## src/rtl/spi_reg_front.sv

```systemverilog
module spi_reg_front #(
  parameter int ADDR_W     = 8,
  parameter int NREG       = 7,
  parameter int SLOT_BYTES = 4
) (
  input  logic              clk,
  input  logic              rst_n,
  input  logic              bus_valid,
  input  logic              bus_write,
  input  logic [1:0]        bus_size,
  input  logic [ADDR_W-1:0] bus_addr,
  input  logic [15:0]       bus_wdata,
  output logic [15:0]       bus_rdata,
  output logic              bus_err,
  output logic [15:0]       status_o
);
  localparam int SH = $clog2(SLOT_BYTES);
  localparam int IW = ADDR_W - SH;
  localparam logic [IW-1:0] I_CTL = 0, I_FLG = 1, I_STA = 2, I_TXB = 3,
                            I_RXB = 4, I_BAU = 5, I_SHD = 6;
  localparam logic [IW-1:0] NREG_I = IW'(NREG);
  localparam int B_DONE = 0, B_TXF = 3, B_RXF = 5, B_EN = 14;
  localparam logic [15:0] W1C = 16'h0029;
  localparam logic [1:0] SZ_HALF = 2'b01, M_RXRD = 2'b00, M_TXWR = 2'b01;

  logic [15:0] ctl, flg, sta, txb, rxb, bau, shd, rmux;
  logic [IW-1:0] idx;
  logic legal, tx_go, rx_go;

  assign idx      = bus_addr[ADDR_W-1:SH];
  assign legal    = (bus_size == SZ_HALF) && (bus_addr[SH-1:0] == '0) && (idx < NREG_I);
  assign tx_go    = ctl[B_EN] && (ctl[1:0] == M_TXWR);
  assign rx_go    = ctl[B_EN] && (ctl[1:0] == M_RXRD);
  assign status_o = sta;

  always_comb begin
    case (idx)
      I_CTL:   rmux = ctl;
      I_FLG:   rmux = flg;
      I_STA:   rmux = sta;
      I_TXB:   rmux = txb;
      I_RXB:   rmux = rxb;
      I_BAU:   rmux = bau;
      I_SHD:   rmux = shd;
      default: rmux = '0;
    endcase
  end

  always_ff @(posedge clk) begin
    if (!rst_n) begin
      ctl <= 16'h0400; flg <= 16'hFF00; sta <= 16'h0001;
      txb <= '0; rxb <= '0; bau <= '0; shd <= '0;
      bus_rdata <= '0; bus_err <= 1'b0;
    end else begin
      bus_rdata <= '0;
      bus_err   <= 1'b0;
      if (bus_valid) begin
        if (!legal) bus_err <= 1'b1;
        else if (bus_write) begin
          case (idx)
            I_CTL: ctl <= bus_wdata;
            I_FLG: flg <= bus_wdata;
            I_STA: sta <= sta & ~(bus_wdata & W1C);
            I_TXB: begin
              txb <= bus_wdata;
              if (tx_go) begin
                sta[B_RXF] <= 1'b1;
                sta[B_TXF] <= 1'b0;
              end
            end
            I_RXB: rxb <= bus_wdata;
            I_BAU: bau <= bus_wdata;
            I_SHD: shd <= bus_wdata;
            default: ;
          endcase
        end else begin
          bus_rdata <= rmux;
          if (idx == I_RXB && rx_go) begin
            sta[B_RXF] <= 1'b0;
            sta[B_TXF] <= 1'b0;
          end
        end
      end
    end
  end

  p_err_src_r3: assert property (@(posedge clk) disable iff (!rst_n)
    bus_err |-> $past(bus_valid));
  p_bad_quiet_r4: assert property (@(posedge clk) disable iff (!rst_n)
    (bus_valid && !legal) |=> (bus_err && bus_rdata == 16'h0 && $stable(ctl) && $stable(sta)));
  p_fixed_bits_r5: assert property (@(posedge clk) disable iff (!rst_n)
    $stable({sta[15:6], sta[4], sta[2:1]}));
  p_tx_start_r6: assert property (@(posedge clk) disable iff (!rst_n)
    (bus_valid && bus_write && legal && idx == I_TXB && tx_go) |=> (status_o[B_RXF] && !status_o[B_TXF]));
  p_rx_start_r7: assert property (@(posedge clk) disable iff (!rst_n)
    (bus_valid && !bus_write && legal && idx == I_RXB && rx_go) |=> (!status_o[B_RXF] && !status_o[B_TXF]));
  p_read_calm_r8: assert property (@(posedge clk) disable iff (!rst_n)
    (bus_valid && !bus_write && idx != I_RXB) |=> $stable(sta));
endmodule

```

## config.mk

```make
export PLATFORM = sky130hd
export DESIGN_NAME = spi_reg_front
export DESIGN_NICKNAME = d
export VERILOG_FILES = /design/src/rtl/spi_reg_front.sv
export SDC_FILE = /design/constraint.sdc
export NUM_CORES = 1
export LEC_CHECK = 0
export BUFFER_PORTS_ARGS = -buffer_cell sky130_fd_sc_hd__buf_4
export CORE_MARGIN = 5
export CORE_UTILIZATION = 45
export CTS_CLUSTER_SIZE = 20
export DETAILED_ROUTE_END_ITERATION = 8
export PLACE_DENSITY = 0.71
export SYNTH_ARGS = -nofsm -noshare
export SYNTH_HDL_FRONTEND = slang
export SYNTH_SLANG_ARGS = --single-unit
```

## constraint.sdc

```tcl
create_clock -name clk -period 1.65 [get_ports clk]
set_clock_uncertainty 0.1 [all_clocks]
set_input_delay 0.33 -clock clk [delete_from_list [all_inputs] [get_ports clk]]
set_output_delay 0.33 -clock clk [all_outputs]
set_load 0.01 [all_outputs]
```

## Word-level counts from Yosys, hierarchy flattened

Cells that the tools add are included.
Widths: inputs -> output; s select.

- Input port bits: 30
- Output and inout bits: 33
- Register bits: 129

- Equal/unequal tests: 10
- Reduce and logical (&&, ||, !) cells: 19
- Bitwise gates (word level): 5
- Multiplexer cells: 9
- Magnitude comparators: 1

Operators by type and width:

| cell | count |
|---|---|
| $pmux 16 s7 | 1 |
| $reduce_and 4->1 | 7 |
| $eq 6x3->1 const B | 3 |
| $and 16x16->16 | 1 |
| $not 6->16 | 1 |
| $eq 6x2->1 const B | 2 |
| $eq 6x1->1 const B | 1 |
| $logic_not 6->1 | 1 |
| $lt 6x3->1 const B | 1 |
| $mux 1 | 6 |
| $logic_and 1x1->1 | 5 |
| $reduce_and 5->1 | 1 |
| $eq 2x1->1 const B | 2 |
| $logic_not 2->1 | 2 |
| $pmux 1 s2 | 2 |
| $reduce_or 4->1 | 1 |
| $ne 3x1->1 const B | 1 |
| $ne 3x3->1 const B | 1 |
| $not 1->1 | 3 |
| $reduce_and 2->1 | 1 |
| $reduce_bool 2->1 | 1 |

## Longest topological paths before layout

Gate-level depths: netlist (run 1).

- Depth after elaboration: 5
- Depth in mapped cells: 7
- Depth with buffers taken out: 4

## Worst setup path before layout (run 1)

Ideal clock, no wire load.

- Path type: input-to-reg
- Start: in bus_size[1]
- End: reg txb[0]
- Slack: -0.144 ns
- Path buffers: 2
- Required time: 1.427 ns
- Setup time: 0.123 ns
- Arrival: 1.571 ns
- Cell stages on the path: 6
- Path through: nor4b_1 > and4_2 > buf_6 > nand3_4 > buf_6 > mux2i_1

- Longest elaborated chain between the ends: 4

RTL lines:

| element | line | source |
|---|---|---|
| start: declaration | 10 | `input logic [1:0] bus_size,` |
| $eq 2x1->1 | 31 | `assign legal = (bus_size == SZ_HALF) && (bus_addr[SH-1:0] == '0) && (idx < NREG_I);` |
| $logic_and 1x1->1 (2 in a row) | 31 |  |
| $reduce_and 4->1 (no line) | n/a |  |
| end signal: assignment | 65 | `txb <= bus_wdata;` |
| end: declaration | 26 | `logic [15:0] ctl, flg, sta, txb, rxb, bau, shd, rmux;` |

No other way between the ends.
A chain may end at the register's enable or synchronous reset.

## Worst setup path after layout (run 1)

- Start: reg ctl[1]
- End: reg sta[3] (netlist: status_o[3])

- Longest elaborated chain between the ends: 5
- Elaborated cells on any way between the ends: 8
- Those cells by class: eq/ne (2); reduce/logical (6)

RTL lines:

| element | line | source |
|---|---|---|
| start: declaration | 26 |  |
| start signal: assignment | 61 | `I_CTL: ctl <= bus_wdata;` |
| branches (longest 4 deep; another with $ne 3x3->1) | n/a |  |
| $reduce_and 5->1 (no line) * | n/a |  |
| end signal: assignment | 63 | `I_STA: sta <= sta & ~(bus_wdata & W1C);` |
| end: declaration | 26 |  |

Mark *: on every way between the ends.

==> results of run 1 <==
kinds of logic after synthesis:
logic type	share of synthesized area (%)
AO/OA/AOI/OAI	8.58
buffers and inverters	5.81
flip-flops	45.9
multiplexers	22.5
other	0.0741
AND/OR/NAND/NOR	17.1
through the flow:
step	setup WS [ns]	util [%]	instance area [um2]	power (W)	instances
finish	0.110	59.6	6520	0.00694	731
global route	0.0172	59.6	6520	0.00714	731
CTS	-0.0151	59.6	6510	0.00698	731
detailed placement	-0.281	53.8	5880	0.00318	700
global placement	-0.220	53.8	5880	0.00318	700
floorplan	-0.0735	-	5140	0.00305	512
registers in the layout, indices dropped and copies added (netlist names):
register,flops
bus_rdata,16
rxb,16
txb,16
ctl,16
bus_err,1
status_o,3
flg,16
bau,16
shd,16
cells in the final DEF (no fill, tap or decap), drive strengths merged, types with 3 or more instances in the layout:
master / synthesis / layout
dfxtp: 116 / 116
nand2: 110 / 110
mux2i: 99 / 99
buf: 33 / 96
nor2b: 21 / 21
a22oi: 19 / 19
clkbuf: 15 / 18
mux2: 13 / 13
a222oi: 13 / 13
a21oi: 13 / 13
conb: 1 / 13
nand3: 8 / 8
and3: 6 / 6
inv: 1 / 6
a31oi: 4 / 4
nor3: 4 / 4
o22a: 3 / 3
bufinv: 0 / 3
nor4: 3 / 3
clkinv: 0 / 3
final timing paths:
| path | start | to | slack, ns | cells after the start |
|---|---|---|---|---|
| setup reg to reg | ctl[1] | status_o[3] | 0.11 | 4 |
| hold reg to reg | shd[8] | shd[8] | 0.36 | 2 |
| setup / recovery | ctl[1] | status_o[3] | 0.11 | 4 |
| hold / removal | bus_valid | bus_err | 0.06 | 3 |
cell type report:
cell class | instances | area share, %
repair buffers | 96 | 13.4
clock buffers | 18 | 6.74
inverters | 1 | 0.0576
clock inverters | 13 | 2.63
flip-flops and latches | 116 | 35.7
multi-input cells | 347 | 38.8
well taps | 140 | 2.69
per-layer routing:
layer  vias up  global-route usage, %  wire (um)
met5         -                      0          0
met4         0                   7.58        244
met3        25                   5.85        900
met2       129                   30.9       5980
met1      1912                   27.1       5820
li1       1906                      -          -
power groups by stage:
stage | logic [W] | clock network (W) | registers [W]
finish | 0.000325 | 0.00381 | 0.00280
global route | 0.000352 | 0.00398 | 0.00280
CTS | 0.000323 | 0.00385 | 0.00280
detailed placement | 0.000317 | 0 | 0.00286
global placement | 0.000313 | 0 | 0.00286
floorplan | 0.000187 | 0 | 0.00286
tightest hold or removal path, cell delays in order:
cell and delay [ns]:
buf_4 0.11, nand2_1 0.05, a31oi_1 0.04
what timing repair did:
item,4_1_cts,5_1_grt
pin swaps,5,1
cloned,0,0
setup endpoints to repair,2,2
buffers inserted,0,0
resized for setup,6,1
==> summary.md, run 1 <==
| Metric | Value |
|---|---|
| Status | `finished clean` |
| Longest Clk Path Bufs | `2` |
| GPL Wtd Cong | `0.825` |
| Final Max Slew Viols | `0` |
| Post-route antenna net violation count | `0` |
| Initial core utilization | `46.3%` |
| CP bufs+invs | `0` |
| Die Height | `116 um` |
| Antenna diodes | `0` |
| PwrDens | `1060 nW/um2` |
| Port buffer count | `49` |
| HPWL Detailed | `8.23 mm` |
| Hold Fails Final Rpt | `0` |
| Total vias in the final route | `3972` |
| Multi-input logic area | `2530 um2` |
| Die area | `13500 um2` |
| Hold_ws | `0.0609 ns` |
| Total grt overflow | `0` |
| CP top delay family | `simple AND/OR/NAND/NOR gates` |
| Io pins | `63` |
| Largest cells by area after synthesis | `dfxtp_1, mux2i_1, nand2_1, mux2_2, a22oi_1` |
| CP Launch Type | `register` |
| Cell-internal power | `0.00537 W` |
| Slowest stage cell, crit path | `or4b_4` |
| Latest clock arrival within the worst-skew pair | `0.41 ns` |
| MaxCap Viol Count | `0` |
| Sw frac | `22.6%` |
| Top-count cell post-synth | `dfxtp_1` |
| Synth Instances | `500` |
| FILL cells | `891` |
| Most instantiated cells after synthesis | `dfxtp_1, nand2_1, mux2i_1` |
| CP Class | `reg2reg` |
| Period utilization | `93.3%` |
| Worst path required time | `1.85 ns` |
| Clk slew on worst S/H paths | `0.05 ns` |
| Post-synth cell types | `42` |
| Seq pwr share | `40.4%` |
| Crit path time final | `1.54 ns` |
| Syn avg cell area | `10.1 um2` |
| Final net count | `609` |
| Std-Cell Rows | `38` |
| Final setup TNS | `0 ns` |
| Initial drt markers | `355` |
| Worst-path maximum fanout | `2` |
| Router iterations before antenna repair | `5` |
| Initial antenna violation count | `0` |
| CTS Buf Count | `17` |
| Synth top area share | `45.9%` |
| Post-synth EDFFs | `0` |
| Seq cells post-synth | `116` |
| Combinational power share | `4.7%` |
| Ys flop type | `dfxtp_1` |
| Vias in the first global route | `4011` |
| Area delta synth->final | `28.8%` |
| Switching Power | `0.00157 W` |
| Clk pwr share | `54.9%` |
| Remaining DRCs | `0` |
| H-tree levels | `4` |
| CP Capture Type | `register` |
| Setup violators final | `0` |
| WL/cell | `17.7 um` |
| Final WL | `12.9 mm` |
| Register area share after synthesis | `45.9%` |
| CP max stage delay | `0.52 ns` |
| Share of cells above drive strength 1 | `27.2%` |
| Core Box Area | `10900 um2` |
| Maximum resistive drop on vdd | `0.684 mV` |
| Worst min path class | `in2reg` |
| Root Buffer | `clkbuf_16` |
| Unrepaired setup endpoints after global routing | `false` |
| Synthesis Warnings | `0` |
| Clk sinks | `116` |
| Top achievable clock speed | `649 MHz` |
| Critical path, cell by cell | `or4b_4, nor4_4, o221ai_1, and3_1` |
| Via density | `5.43` |
| CTS Hold Buffers Added | `0` |
| Pin count of the biggest net entering global routing | `34` |
| CTS tree | `done` |
| Register area | `2330 um2` |
| Die X-Extent | `116 um` |
| Synthesized area | `5060 um2` |
| Asr flop ratio synth | `0%` |
| Gr usage total | `20.2%` |
| Area leader, netlist | `dfxtp_1` |
| First-pass GRT wire length | `21.0 mm` |
| Worst Path Arrival | `1.74 ns` |
| Leak | `3.04 nW` |
(Power assumes the default switching activity.)
==> run 2: changes to the inputs <==
Settings changed: CORE_ASPECT_RATIO from default to 0.75, REMOVE_ABC_BUFFERS from default to 1.
==> run 2 against run 1 <==
Effect of this change: final cell count is 2.5% higher; fmax is 0.51% higher; clock-buffer cell count stayed put; total power is 0.86% higher; global-route usage hardly changed; critical path depth stayed put; highest routed layer unchanged.
==> summary.md, run 2 (synthesized netlist as in run 1, its figures left out) <==
| Metric | Value |
|---|---|
| Status | `finished clean` |
| PwrDens | `1060 nW/um2 (-0.65%)` |
| Final net count | `626 (+2.8%)` |
| Most frequent cells in the layout | `dfxtp_1, nand2_1, buf_4` |
| Vias in the first global route | `4167 (+3.9%)` |
| Leak | `3.11 nW (+2.2%)` |
| Area delta synth->final | `30.7%` |
| Final Max Slew Viols | `0 (unchanged)` |
| Clk slew on worst S/H paths | `0.06 ns (about the same)` |
| Worst Setup SP | `ctl[1]` |
| Die X-Extent | `132 um (+14%)` |
| Pin count of the biggest net entering global routing | `37 (+8.8%)` |
| CTS tree | `done` |
| Clk sinks | `116 (unchanged)` |
| Unrepaired setup endpoints after global routing | `false` |
| Die Height | `102 um (-12%)` |
| Crit path time final | `1.53 ns (-0.00776 ns)` |
| Worst min path class | `in2reg` |
| Final Cell Area | `6610 um2 (+1.5%)` |
| GPL Wtd Cong | `0.872 (+5.6%)` |
| Die area | `13500 um2 (+0.16%)` |
| Hold path start | `bus_valid` |
| Final Util | `60.2% (+0.64 points)` |
| Total vias in the final route | `4101 (+3.2%)` |
| CTS Hold Buffers Added | `0 (unchanged)` |
| Share of cells above drive strength 1 | `29.1% (+1.8 points)` |
| Worst Path Arrival | `1.73 ns (about the same)` |
| Commonest non-fill, non-tap cell in the layout | `dfxtp_1` |
| Total Power | `0.00700 W (+0.86%)` |
| Initial drt markers | `314 (-12%)` |
| Setup violators final | `0 (unchanged)` |
| Critical R2R Launch | `ctl[1]` |
| Std-Cell Rows | `33 (-13%)` |
| Top achievable clock speed | `653 MHz (+0.51%)` |
| FILL cells | `885 (-0.67%)` |
| Hold Fails Final Rpt | `0 (unchanged)` |
| CP Capture Type | `register` |
| Reg2reg setup slack | `0.12 ns (about the same)` |
| Router iterations before antenna repair | `8 (+3)` |
| Post-route antenna net violation count | `0 (unchanged)` |
| Worst-path maximum fanout | `2 (unchanged)` |
| Final setup TNS | `0 ns (unchanged)` |
| Total grt overflow | `0 (unchanged)` |
| HPWL Detailed | `9.30 mm (+13%)` |
| Latest clock arrival within the worst-skew pair | `0.41 ns (about the same)` |
| MaxCap Viol Count | `0 (unchanged)` |
| Longest Clk Path Bufs | `2 (unchanged)` |
| CTS Buf Count | `17 (unchanged)` |
| Worst path required time | `1.85 ns (about the same)` |
| Core Box Area | `11000 um2 (+0.43%)` |
| WL/cell | `17.8 um (+0.51%)` |
| Remaining DRCs | `0 (unchanged)` |
| CP Launch Type | `register` |
| Post-CTS setup buffers | `0 (unchanged)` |
| Initial antenna violation count | `0 (unchanged)` |
| Gr usage total | `20.3% (+0.040 points)` |
| Final WL | `13.3 mm (+3.0%)` |
| H-tree levels | `4 (unchanged)` |
| Initial core utilization | `46.1% (-0.20 points)` |
| Antenna diodes | `0 (unchanged)` |
| Maximum resistive drop on vdd | `0.719 mV (+5.1%)` |
| Via density | `5.48 (+0.77%)` |
| First-pass GRT wire length | `21.3 mm (+1.4%)` |
| Period utilization | `92.9% (-0.47 points)` |
| Hold_ws | `0.0605 ns (-0.000394 ns)` |
| Port buffer count | `49 (unchanged)` |
| Io pins | `63 (unchanged)` |
| Root Buffer | `clkbuf_16` |
| Dpl cell area | `5960 um2 (+1.4%)` |
| CP Class | `reg2reg` |
==> run 2: worst paths after layout <==
check / to / cells after the start
setup reg to reg: status_o[5] / 4
hold reg to reg: bau[14] / 2
setup / recovery: status_o[5] / 4
hold / removal: bus_err / 3
==> run 2: repair_timing <==
action / in CTS / in global routing
endpoints found under the hold margin: 0 / 0
pin swaps: 4 / 1
setup endpoints to repair: 2 / 14
cloned: 0 / 0
gates resized for setup: 4 / 2
==> run 2: power by group <==
group	internal [W]	switching, W
clock network	0.00255	0.00131
registers	0.00280	0.000000401
logic	0.000140	0.000194
==> run 2: metrics by stage <==
| stage | setup WS (ns) | instances |
|---|---|---|
| 2_1_floorplan | -0.427 | 464 |
| 3_3_place_gp | -0.299 | 717 |
| 3_5_place_dp | -0.347 | 717 |
| 4_1_cts | 0.00655 | 749 |
| 5_1_grt | 0.0349 | 749 |
| 6_report | 0.118 | 749 |
==> run 2: cell type report <==
type                    instances  area [um2]  area share, %
clock buffers                  18         439           6.64
clock inverters                14         185           2.80
inverters                       1        3.75         0.0568
multi-input cells             347        2510           38.0
flip-flops and latches        116        2320           35.1
well taps                     140         175           2.65
repair buffers                113         973           14.7
==> run 2: critical path, cell delays in order (launching register included) <==
cell and delay [ns]:
dfxtp_2 0.33, or4b_4 0.53, nor4_4 0.17, o221a_2 0.22, o21ai_0 0.08
==> run 2: metal layers <==
layer  wire length [um]  up-vias  GRT usage (%)
met5                  0        -              0
met4                 98        0           6.63
met3                883       12           5.46
met2               6180      128           32.4
met1               6170     2011           27.0
li1                   -     1950              -
==> run 3: changes to the inputs <==
Settings changed: CORE_MARGIN 5 to default.
==> run 3 against run 2 <==
Effect of this change: global-route usage increased by 3.7 points; largest cell class unchanged; non-clock buffer count decreased by 13; register-to-register slack about the same; utilization decreased by 0.082 points; first-iteration DRC count increased by 0.96%; routed wire length decreased by 1.4%; cell area decreased by 0.51%; worst hold slack got worse by 0.0080 ns.
==> summary.md, run 3 (synthesized netlist as in run 1, its figures left out) <==
| Metric | Value |
|---|---|
| Status | `finished clean` |
| Period utilization | `96.4% (+3.6 points)` |
| H-tree levels | `4 (unchanged)` |
| FILL cells | `917 (+3.6%)` |
| Clk slew on worst S/H paths | `0.05 ns (about the same)` |
| CP Class | `in2reg` |
| CTS tree | `done` |
| Register area | `2320 um2 (about the same)` |
| Worst min path class | `in2reg` |
| Grt met1 use | `29.9% (+2.9 points)` |
| First-pass GRT wire length | `21.4 mm (+0.26%)` |
| Post-route antenna net violation count | `0 (unchanged)` |
| Via density | `5.52 (+0.82%)` |
| Slowest stage cell, crit path | `or3_4` |
| CP Capture Type | `register` |
| Core Box Area | `10900 um2 (-0.38%)` |
| Critical path, cell by cell | `buf_4, or3_4, nor3_4, buf_4, a222oi_1, a21oi_1` |
| Filler-free cell count of the finished design | `736 (-1.7%)` |
| Io pins | `63 (unchanged)` |
| Worst-path maximum fanout | `6 (+4)` |
| Crit path time final | `1.59 ns (+0.0589 ns)` |
| Met2 Use GR | `39.1% (+6.8 points)` |
| Area delta synth->final | `30.1%` |
| Top achievable clock speed | `628 MHz (-3.7%)` |
| Met3 Usage GRT | `6.66% (+1.2 points)` |
| Place WS | `-0.402 ns (-0.0558 ns)` |
| Post-CTS setup buffers | `0 (unchanged)` |
| PwrDens | `1070 nW/um2 (+1.6%)` |
| GR peak layer | `met2` |
| Root Buffer | `clkbuf_16` |
| HPWL Detailed | `8.98 mm (-3.5%)` |
| Total grt overflow | `0 (unchanged)` |
| Worst path required time | `1.88 ns (+0.03 ns)` |
| Vias in the first global route | `4218 (+1.2%)` |
| Final WL | `13.1 mm (-1.4%)` |
| Final Max Slew Viols | `0 (unchanged)` |
| Hold Fails Final Rpt | `0 (unchanged)` |
| Remaining DRCs | `0 (unchanged)` |
| Total vias in the final route | `4063 (-0.93%)` |
| Leak | `3.08 nW (-0.89%)` |
| Setup violators final | `0 (unchanged)` |
| CTS Buf Count | `17 (unchanged)` |
| GPL Wtd Cong | `0.838 (-3.8%)` |
| WL/cell | `17.9 um (+0.35%)` |
| Pin count of the biggest net entering global routing | `43 (+16%)` |
| Die X-Extent | `124 um (-6.0%)` |
| Die Height | `93.8 um (-7.9%)` |
| Initial core utilization | `46.2% (+0.17 points)` |
| Worst path most repeated cell | `buf_4` |
| Hold_ws | `0.0525 ns (-0.00800 ns)` |
| Slack of the critical path | `0.0589 ns (-0.0589 ns)` |
| Commonest non-fill, non-tap cell in the layout | `dfxtp_1` |
| Most frequent cells in the layout | `dfxtp_1, nand2_1, mux2i_1` |
| Port buffer count | `49 (unchanged)` |
| MaxCap Viol Count | `0 (unchanged)` |
| Multi-input logic area | `2510 um2 (about the same)` |
| Worst Path Arrival | `1.82 ns (+0.09 ns)` |
| Latest clock arrival within the worst-skew pair | `0.42 ns (about the same)` |
| CP bufs+invs | `2 (+2)` |
| Std-Cell Rows | `33 (unchanged)` |
| Share of cells above drive strength 1 | `27.0% (-2.1 points)` |
| Clk sinks | `116 (unchanged)` |
| Longest Clk Path Bufs | `2 (unchanged)` |
| Router iterations before antenna repair | `6 (-2)` |
| Final Util | `60.1% (-0.082 points)` |
| Antenna diodes | `0 (unchanged)` |
| Maximum resistive drop on vdd | `0.820 mV (+14%)` |
| Unrepaired setup endpoints after global routing | `false` |
| Final net count | `613 (-2.1%)` |
| CP Launch Type | `input port` |
| Initial antenna violation count | `0 (unchanged)` |
| Cells after DPL | `704 (-1.8%)` |
| Gr usage total | `24.0% (+3.7 points)` |
| Initial drt markers | `317 (+0.96%)` |
| CP top delay family | `simple AND/OR/NAND/NOR gates` |
| CP max stage delay | `0.44 ns (-0.09 ns)` |
| Die area | `11700 um2 (-13%)` |
==> run 3: cell types whose count changed in the layout (fill, tap and decap cells not counted), moves of 2 or more <==
cell        delta
clkinvlp_4     -2
buf_4         -17
clkbuf_8       +3
buf_12         +4
clkbuf_1       +3
clkinv_2       -3
==> run 3: worst reg2reg max path: cells and delay by family, from the launching register on <==
| family | cells | cell delay, ns |
|---|---|---|
| AOI/OAI and AO/OA | 1 | 0.15 |
| and+or+nand+nor | 3 | 0.86 |
| DFF | 1 | 0.32 |
==> run 3: path summary, 6_finish.rpt <==
kind	startpoint	to	slack, ns	cells after the start
max	bus_addr[7]	bus_rdata[15]	0.06	6
min	bus_valid	bus_err	0.05	3
max reg2reg	ctl[1]	status_o[3]	0.11	4
min reg2reg	bau[9]	bau[9]	0.36	2
==> run 3: timing repair <==
item,4_1_cts,5_1_grt
endpoints found under the setup margin,2,104
resized for setup,6,1
gates cloned,0,0
pin swaps,6,1
endpoints found under the hold margin,0,0
hold buffers,0,0
==> run 3: metrics by stage <==
stage | power (W) | instance area, um2 | setup TNS (ns)
after CTS | 0.00711 | 6570 | -0.0246
after floorplan | 0.00297 | 4810 | -24.25
after detailed placement | 0.00318 | 5910 | -36.25
after global routing | 0.00727 | 6580 | 0
final | 0.00707 | 6580 | 0
after global placement | 0.00317 | 5910 | -26.18
==> run 3: cell type report <==
cell class / instances / share of cell area, %
sequential: 116 / 35.3
clock inverter: 8 / 2.22
timing repair buffer: 100 / 14.1
inverter: 1 / 0.0570
clock buffer: 24 / 7.47
tap: 140 / 2.66
multi-input combinational: 347 / 38.2
==> run 3: routing by layer <==
layer	wire [um]	part of all wire, %
met3	789	6.0
met5	0	0
met1	5940	45
met4	182	1.4
met2	6240	47
==> run 3: power by group <==
part           internal (W)  total (W)  switching, W
Sequential          0.00281    0.00281   0.000000300
Clock               0.00268    0.00394       0.00126
Combinational      0.000132   0.000321      0.000189
Total               0.00562    0.00707       0.00145
